[config.mk]
export PLATFORM = sky130hd
export DESIGN_NAME = sdspi_xcvr
export DESIGN_NICKNAME = d
export VERILOG_FILES = /design/src/rtl/sdx_pkg.sv /design/src/rtl/sdx_fifo.sv /design/src/rtl/sdx_card.sv /design/src/rtl/sdx_engine.sv /design/src/rtl/sdspi_xcvr.sv
export SDC_FILE = /design/constraint.sdc
export NUM_CORES = 1
export LEC_CHECK = 0
export BUFFER_PORTS_ARGS = -buffer_cell sky130_fd_sc_hd__buf_2
export CORE_ASPECT_RATIO = 1.2
export CORE_MARGIN = 2
export CORE_UTILIZATION = 31
export DETAILED_ROUTE_END_ITERATION = 10
export PLACE_DENSITY_LB_ADDON = 0.15
export SLEW_MARGIN = 20
export SYNTH_ARGS = -nofsm -noshare
export SYNTH_HDL_FRONTEND = slang
export SYNTH_HIERARCHICAL = 1
export SYNTH_SLANG_ARGS = --single-unit
[constraint.sdc]
create_clock -name clk -period 6.9 [get_ports clk]
set_input_delay 1.38 -clock clk [delete_from_list [all_inputs] [get_ports clk]]
set_output_delay 1.38 -clock clk [all_outputs]
set_load 0.01 [all_outputs]
[src/rtl/sdx_pkg.sv]
package sdx_pkg;
  typedef enum logic {ST_IDLE, ST_XFER} xstate_t;
  localparam logic [7:0] IDLE_BYTE = 8'hFF;
  localparam int         DIV_W     = 8;
endpackage

[src/rtl/sdx_fifo.sv]
module sdx_fifo #(
  parameter int W     = 8,
  parameter int DEPTH = 4
) (
  input  logic         clk,
  input  logic         rst_n,
  input  logic         push,
  input  logic [W-1:0] din,
  input  logic         pop,
  output logic [W-1:0] dout,
  output logic         full,
  output logic         empty
);
  localparam int AW = (DEPTH > 1) ? $clog2(DEPTH) : 1;
  localparam logic [AW:0] CNT_MAX = AW'(DEPTH) == '0 ? (AW+1)'(DEPTH) : (AW+1)'(DEPTH);

  logic [W-1:0]  mem [DEPTH];
  logic [AW-1:0] wptr_q, wptr_d, rptr_q, rptr_d;
  logic [AW:0]   cnt_q, cnt_d;
  logic          do_push, do_pop;

  assign full    = (cnt_q == CNT_MAX);
  assign empty   = (cnt_q == '0);
  assign do_push = push && !full;
  assign do_pop  = pop && !empty;
  assign dout    = mem[rptr_q];

  function automatic logic [AW-1:0] bump(input logic [AW-1:0] p);
    bump = (p == AW'(DEPTH - 1)) ? '0 : p + 1'b1;
  endfunction

  always_comb begin
    wptr_d = do_push ? bump(wptr_q) : wptr_q;
    rptr_d = do_pop  ? bump(rptr_q) : rptr_q;
    cnt_d  = cnt_q;
    if (do_push && !do_pop) cnt_d = cnt_q + 1'b1;
    if (do_pop && !do_push) cnt_d = cnt_q - 1'b1;
  end

  always_ff @(posedge clk or negedge rst_n) begin
    if (!rst_n) begin
      wptr_q <= '0;
      rptr_q <= '0;
      cnt_q  <= '0;
    end else begin
      wptr_q <= wptr_d;
      rptr_q <= rptr_d;
      cnt_q  <= cnt_d;
    end
  end

  always_ff @(posedge clk) begin
    if (do_push) mem[wptr_q] <= din;
  end
endmodule

[src/rtl/sdx_card.sv]
module sdx_card (
  input  logic clk,
  input  logic rst_n,
  input  logic cd_raw,
  input  logic clr,
  output logic present,
  output logic changed
);
  logic s1_q, s2_q, s3_q, chg_q, chg_d;

  always_comb begin
    chg_d = chg_q;
    if (s2_q != s3_q) chg_d = 1'b1;
    if (clr)          chg_d = 1'b0;
  end

  always_ff @(posedge clk or negedge rst_n) begin
    if (!rst_n) begin
      s1_q  <= 1'b0;
      s2_q  <= 1'b0;
      s3_q  <= 1'b0;
      chg_q <= 1'b0;
    end else begin
      s1_q  <= cd_raw;
      s2_q  <= s1_q;
      s3_q  <= s2_q;
      chg_q <= chg_d;
    end
  end

  assign present = s2_q;
  assign changed = chg_q;
endmodule

[src/rtl/sdx_engine.sv]
module sdx_engine
  import sdx_pkg::*;
(
  input  logic             clk,
  input  logic             rst_n,
  input  logic [DIV_W-1:0] div_val,
  input  logic             en,
  input  logic             freeclk,
  input  logic             tx_avail,
  input  logic [7:0]       tx_byte,
  input  logic             miso,
  output logic             tx_pop,
  output logic             rx_valid,
  output logic [7:0]       rx_byte,
  output logic             sck,
  output logic             mosi,
  output logic             cs_n,
  output logic             active
);
  xstate_t          st_q, st_d;
  logic [DIV_W-1:0] cnt_q, cnt_d;
  logic [2:0]       bits_q, bits_d;
  logic [7:0]       txsh_q, txsh_d, rxsh_q, rxsh_d;
  logic             sck_q, sck_d;
  logic             running, tick, start;

  always_comb begin
    running  = (st_q == ST_XFER) || freeclk;
    tick     = running && (cnt_q == div_val);
    start    = (st_q == ST_IDLE) && en && !sck_q;
    cnt_d    = (!running || tick || start) ? '0 : cnt_q + 1'b1;
    st_d     = st_q;
    sck_d    = sck_q;
    bits_d   = bits_q;
    txsh_d   = txsh_q;
    rxsh_d   = rxsh_q;
    tx_pop   = 1'b0;
    rx_valid = 1'b0;
    unique case (st_q)
      ST_IDLE: begin
        if (start) begin
          st_d   = ST_XFER;
          tx_pop = tx_avail;
          txsh_d = tx_avail ? tx_byte : IDLE_BYTE;
          bits_d = '0;
        end else if (freeclk) begin
          if (tick) sck_d = ~sck_q;
        end else begin
          sck_d = 1'b0;
        end
      end
      ST_XFER: begin
        if (tick) begin
          if (!sck_q) begin
            sck_d  = 1'b1;
            rxsh_d = {rxsh_q[6:0], miso};
          end else begin
            sck_d = 1'b0;
            if (bits_q == 3'd7) begin
              rx_valid = 1'b1;
              if (en) begin
                tx_pop = tx_avail;
                txsh_d = tx_avail ? tx_byte : IDLE_BYTE;
                bits_d = '0;
              end else begin
                st_d = ST_IDLE;
              end
            end else begin
              bits_d = bits_q + 1'b1;
              txsh_d = {txsh_q[6:0], 1'b1};
            end
          end
        end
      end
      default: st_d = ST_IDLE;
    endcase
  end

  always_ff @(posedge clk or negedge rst_n) begin
    if (!rst_n) begin
      st_q   <= ST_IDLE;
      cnt_q  <= '0;
      bits_q <= '0;
      txsh_q <= IDLE_BYTE;
      rxsh_q <= '0;
      sck_q  <= 1'b0;
    end else begin
      st_q   <= st_d;
      cnt_q  <= cnt_d;
      bits_q <= bits_d;
      txsh_q <= txsh_d;
      rxsh_q <= rxsh_d;
      sck_q  <= sck_d;
    end
  end

  assign rx_byte = rxsh_q;
  assign sck     = sck_q;
  assign active  = (st_q == ST_XFER);
  assign cs_n    = !active;
  assign mosi    = active ? txsh_q[7] : 1'b1;
endmodule

[src/rtl/sdspi_xcvr.sv]
module sdspi_xcvr
  import sdx_pkg::*;
#(
  parameter int TX_DEPTH = 4,
  parameter int RX_DEPTH = 4
) (
  input  logic       clk,
  input  logic       rst_n,
  input  logic [7:0] wr_data,
  input  logic       tx_wr,
  input  logic       div_wr,
  input  logic       ctrl_wr,
  input  logic       xcvr_en_in,
  input  logic       filt_in,
  input  logic       freeclk_in,
  input  logic       rx_rd,
  output logic [7:0] rd_data,
  output logic       tx_room,
  output logic       tx_empty,
  output logic       rx_avail,
  output logic       rx_ovr,
  output logic       card_present,
  output logic       card_changed,
  output logic       card_busy,
  output logic       cs_n,
  output logic       mosi,
  input  logic       miso,
  output logic       sck,
  input  logic       cd_raw
);
  logic             en_q, en_d, filt_q, filt_d, freeclk_q, freeclk_d, ovr_q, ovr_d;
  logic [DIV_W-1:0] div_q, div_d;
  logic             tx_full, tx_pop, rx_full, rx_empty, rx_push, keep;
  logic             rx_valid, active;
  logic [7:0]       tx_head, rx_byte;

  always_comb begin
    keep      = !(filt_q && (rx_byte == IDLE_BYTE));
    rx_push   = rx_valid && keep && !rx_full;
    div_d     = div_wr ? wr_data[DIV_W-1:0] : div_q;
    en_d      = en_q;
    freeclk_d = freeclk_q;
    filt_d    = filt_q;
    ovr_d     = ovr_q;
    if (rx_valid && (rx_byte != IDLE_BYTE)) filt_d = 1'b0;
    if (rx_valid && keep && rx_full)        ovr_d  = 1'b1;
    if (ctrl_wr) begin
      en_d      = xcvr_en_in;
      freeclk_d = freeclk_in;
      filt_d    = filt_in;
      ovr_d     = 1'b0;
    end
  end

  always_ff @(posedge clk or negedge rst_n) begin
    if (!rst_n) begin
      en_q      <= 1'b0;
      freeclk_q <= 1'b0;
      filt_q    <= 1'b0;
      ovr_q     <= 1'b0;
      div_q     <= '1;
    end else begin
      en_q      <= en_d;
      freeclk_q <= freeclk_d;
      filt_q    <= filt_d;
      ovr_q     <= ovr_d;
      div_q     <= div_d;
    end
  end

  sdx_fifo #(.W(8), .DEPTH(TX_DEPTH)) u_txq (
    .clk(clk), .rst_n(rst_n), .push(tx_wr), .din(wr_data), .pop(tx_pop),
    .dout(tx_head), .full(tx_full), .empty(tx_empty)
  );

  sdx_fifo #(.W(8), .DEPTH(RX_DEPTH)) u_rxq (
    .clk(clk), .rst_n(rst_n), .push(rx_push), .din(rx_byte), .pop(rx_rd),
    .dout(rd_data), .full(rx_full), .empty(rx_empty)
  );

  sdx_engine u_eng (
    .clk(clk), .rst_n(rst_n), .div_val(div_q), .en(en_q), .freeclk(freeclk_q),
    .tx_avail(!tx_empty), .tx_byte(tx_head), .miso(miso), .tx_pop(tx_pop),
    .rx_valid(rx_valid), .rx_byte(rx_byte), .sck(sck), .mosi(mosi),
    .cs_n(cs_n), .active(active)
  );

  sdx_card u_card (
    .clk(clk), .rst_n(rst_n), .cd_raw(cd_raw), .clr(ctrl_wr),
    .present(card_present), .changed(card_changed)
  );

  assign tx_room   = !tx_full;
  assign rx_avail  = !rx_empty;
  assign rx_ovr    = ovr_q;
  assign card_busy = active || (!tx_empty && en_q);
endmodule

==> results.toml <==
[critical_path]
worstSetupPathType = "reg2out"
cp_cell_sequence = "mux4_2, buf_2"
crit_end = "rd_data[0]"
r2r_end = "u_rxq/cnt_q[2]$_DFFE_PN0P_"
max_stage_delay_ns = 0.74
crit_slowest_cell = "dfrtp_1"
start_kind = "flip-flop"
cp-end-kind = "output pin"
rr_worst_depth = 14
worst_ep_arrival_time_ns = 1.89
r2r-start = "div_q[2]$_DFFE_PN1P_"
cp_data_required_time_ns = 5.52
crit_fanout = 11
crit_start = "u_rxq/rptr_q[0]$_DFFE_PN0P_"
r2r_setup_slack_ns = 3.75

[timing]
hold_viol = 0
setup_viol = 0
holdWs_ns = 0.349
drv_slew = 0
worst_pin_slew_ns = 0.788
rsz0062_at_grt = "false"
post-route-period-util = 0.474
setup_tns_ns = 0
clock_skew_ns = 0.00576
min_period_ns = 3.27
clock.fmax_mhz = 305
relSlewSlack = 0.475

[layout]
fillers = 1692
drive_gt1_frac = 0.369
nets = 432
fin_util = 0.369
antenna_cells = 0
synthToLayoutAreaGrowth_pct = 17.8

[clock_tree]
cts_tree = "yes"
htreeDepth = 4
clkSlewWorstSetupHoldPaths_ns = 0.05
cts-root-buf = "clkbuf_16"
cts_hold_buf = 0
cts_made_buffers = 17
insertion_delay_ns = 0.41
post_cts_buffers = 0
cts_resized = 0
cts_sinks = 123
clk_path_buf_depth = 2

[floorplanning]
fp-row-count = 53
fp.dieW_um = 125
die_area_sq_um = 18600
start_util = 0.313
ioPinCount = 37
core-area_sq_um = 17400
die_h_um = 149

[power_and_ir_drop]
p_leak_uw = 0.00261
powerDensity_nw_per_um2 = 366
vdd_drop_max_v = 0.000155

[detailed_routing]
antenna_left = 0
vias_per_cell = 4.55
routedWlPerCell_um = 15.7
vias = 2862
drc_errors = 0
drtIter0Drc = 87
drtPass1Iterations = 4
wl_um = 9890

[place]
io_buffers = 36
gp_congestion = 0.743
place_hpwl_um = 6740

[synthesis]
synth_nets = 386
ys_warn_count = 6
syn_avg_cell_area_sq_um = 15.6
synth_seq_cells = 123
synthFlopType = "edfxtp_1"
synth_edf_count = 64
yosysSeqAreaShare = 0.628
yosysMostFrequentCell = "edfxtp_1"
synth_cell_types = 44
yosys-top-cells-area = "edfxtp_1, dfrtp_1, dfstp_2"
async_reset_ff_frac = 0.480
synth_top_area_frac = 0.353
yosys.area.top_type = "edfxtp_1"
syn_inst = 350
ys_top_cells_by_count = "edfxtp_1, dfrtp_1, inv_1"
syn_area_sq_um = 5440

[status]
status = "completed"

[flow_run]
cap_violations = 0

[global_routing]
grt_use_total = 0.115
antenna_found_initial = 0
grt_max_degree = 60
grt_pass1_wl_um = 16200
grt_pass1_vias = 3079
gr-total-overflow = 0

[hold_path]
hp-class = "reg2reg"
critical path, delay by kind of cell, from the launching register on:
| family | cells | cell delay, ns |
|---|---|---|
| mux | 1 | 0.59 |
| flops | 1 | 0.74 |
| buf+inv | 1 | 0.16 |
cell type report:
type,instances,area [sq um],share of cell area
clock buffer,26,510,0.0796
clock inverter,6,58.8,0.00917
inverter,33,124,0.0193
multi-input combinational,184,1840,0.287
tap,220,275,0.0429
sequential,123,3420,0.533
timing repair buffer,37,188,0.0293
state kept, by name, summed over array words and instances, names as in the netlist, 3 cells and up:
name           cells
div_q              8
u_eng/bits_q       3
u_eng/cnt_q        8
u_eng/rx_byte      8
u_eng/txsh_q       8
u_rxq/cnt_q        3
u_rxq/mem         32
u_txq/cnt_q        3
u_txq/mem         32
power by group:
group / total [uW] / switching, uW / internal, uW
sequential: 1060 / 144 / 912
clock: 843 / 300 / 543
combinational: 447 / 201 / 246
how the worst min path moves through the flow:
stage | from | to | slack, ns | cells after the start
after floorplan | u_card/s1_q$_DFF_PN0_ | u_card/present$_DFF_PN0_ | 0.33 | 0
after CTS | u_card/s1_q$_DFF_PN0_ | u_card/present$_DFF_PN0_ | 0.35 | 0
after detailed placement | u_card/s1_q$_DFF_PN0_ | u_card/present$_DFF_PN0_ | 0.34 | 0
final | u_card/s1_q$_DFF_PN0_ | u_card/present$_DFF_PN0_ | 0.35 | 0
after global routing | u_card/s1_q$_DFF_PN0_ | u_card/present$_DFF_PN0_ | 0.37 | 0
after global placement | u_card/s1_q$_DFF_PN0_ | u_card/present$_DFF_PN0_ | 0.33 | 0
metrics by stage:
step                      power [uW]  worst slack [ns]  cells  cell area (sq um)
after floorplan                 1390              4.13    350               5440
after global placement          1520              3.79    597               5840
after detailed placement        1530              3.76    597               5840
after CTS                       2390              3.54    629               6410
after global routing            2480              3.35    629               6410
final                           2350              3.63    629               6410
placed cells by master (no fill, tap or decap), types with 14 or more instances in the layout:
master and instances:
dfstp_2 16, buf_2 36, edfxtp_1 64, dfrtp_1 43, clkbuf_16 18, mux2_4 14
nor2_1 24, inv_1 33, mux2_2 20, ha_1 15, mux4_2 16
cells by family (layout without fill, tap and decap cells):
group / count (synthesis) / in the layout / share of synthesized area
compound gates: 19 / 19 / 0.0237
xor+xnor: 21 / 21 / 0.0338
fa+ha+maj: 17 / 17 / 0.0418
buf+inv: 43 / 102 / 0.0343
flops: 123 / 123 / 0.628
mux: 55 / 55 / 0.155
simple gates: 72 / 72 / 0.0830
routing by layer:
layer  wire [um]  GRT usage  vias up
met5           0          0        -
met4         282     0.0594        0
met3         360     0.0362       25
met2        4880      0.190       58
met1        4380      0.134     1428
li1            -          -     1351
No activity file was read; power rests on OpenSTA's default activity.
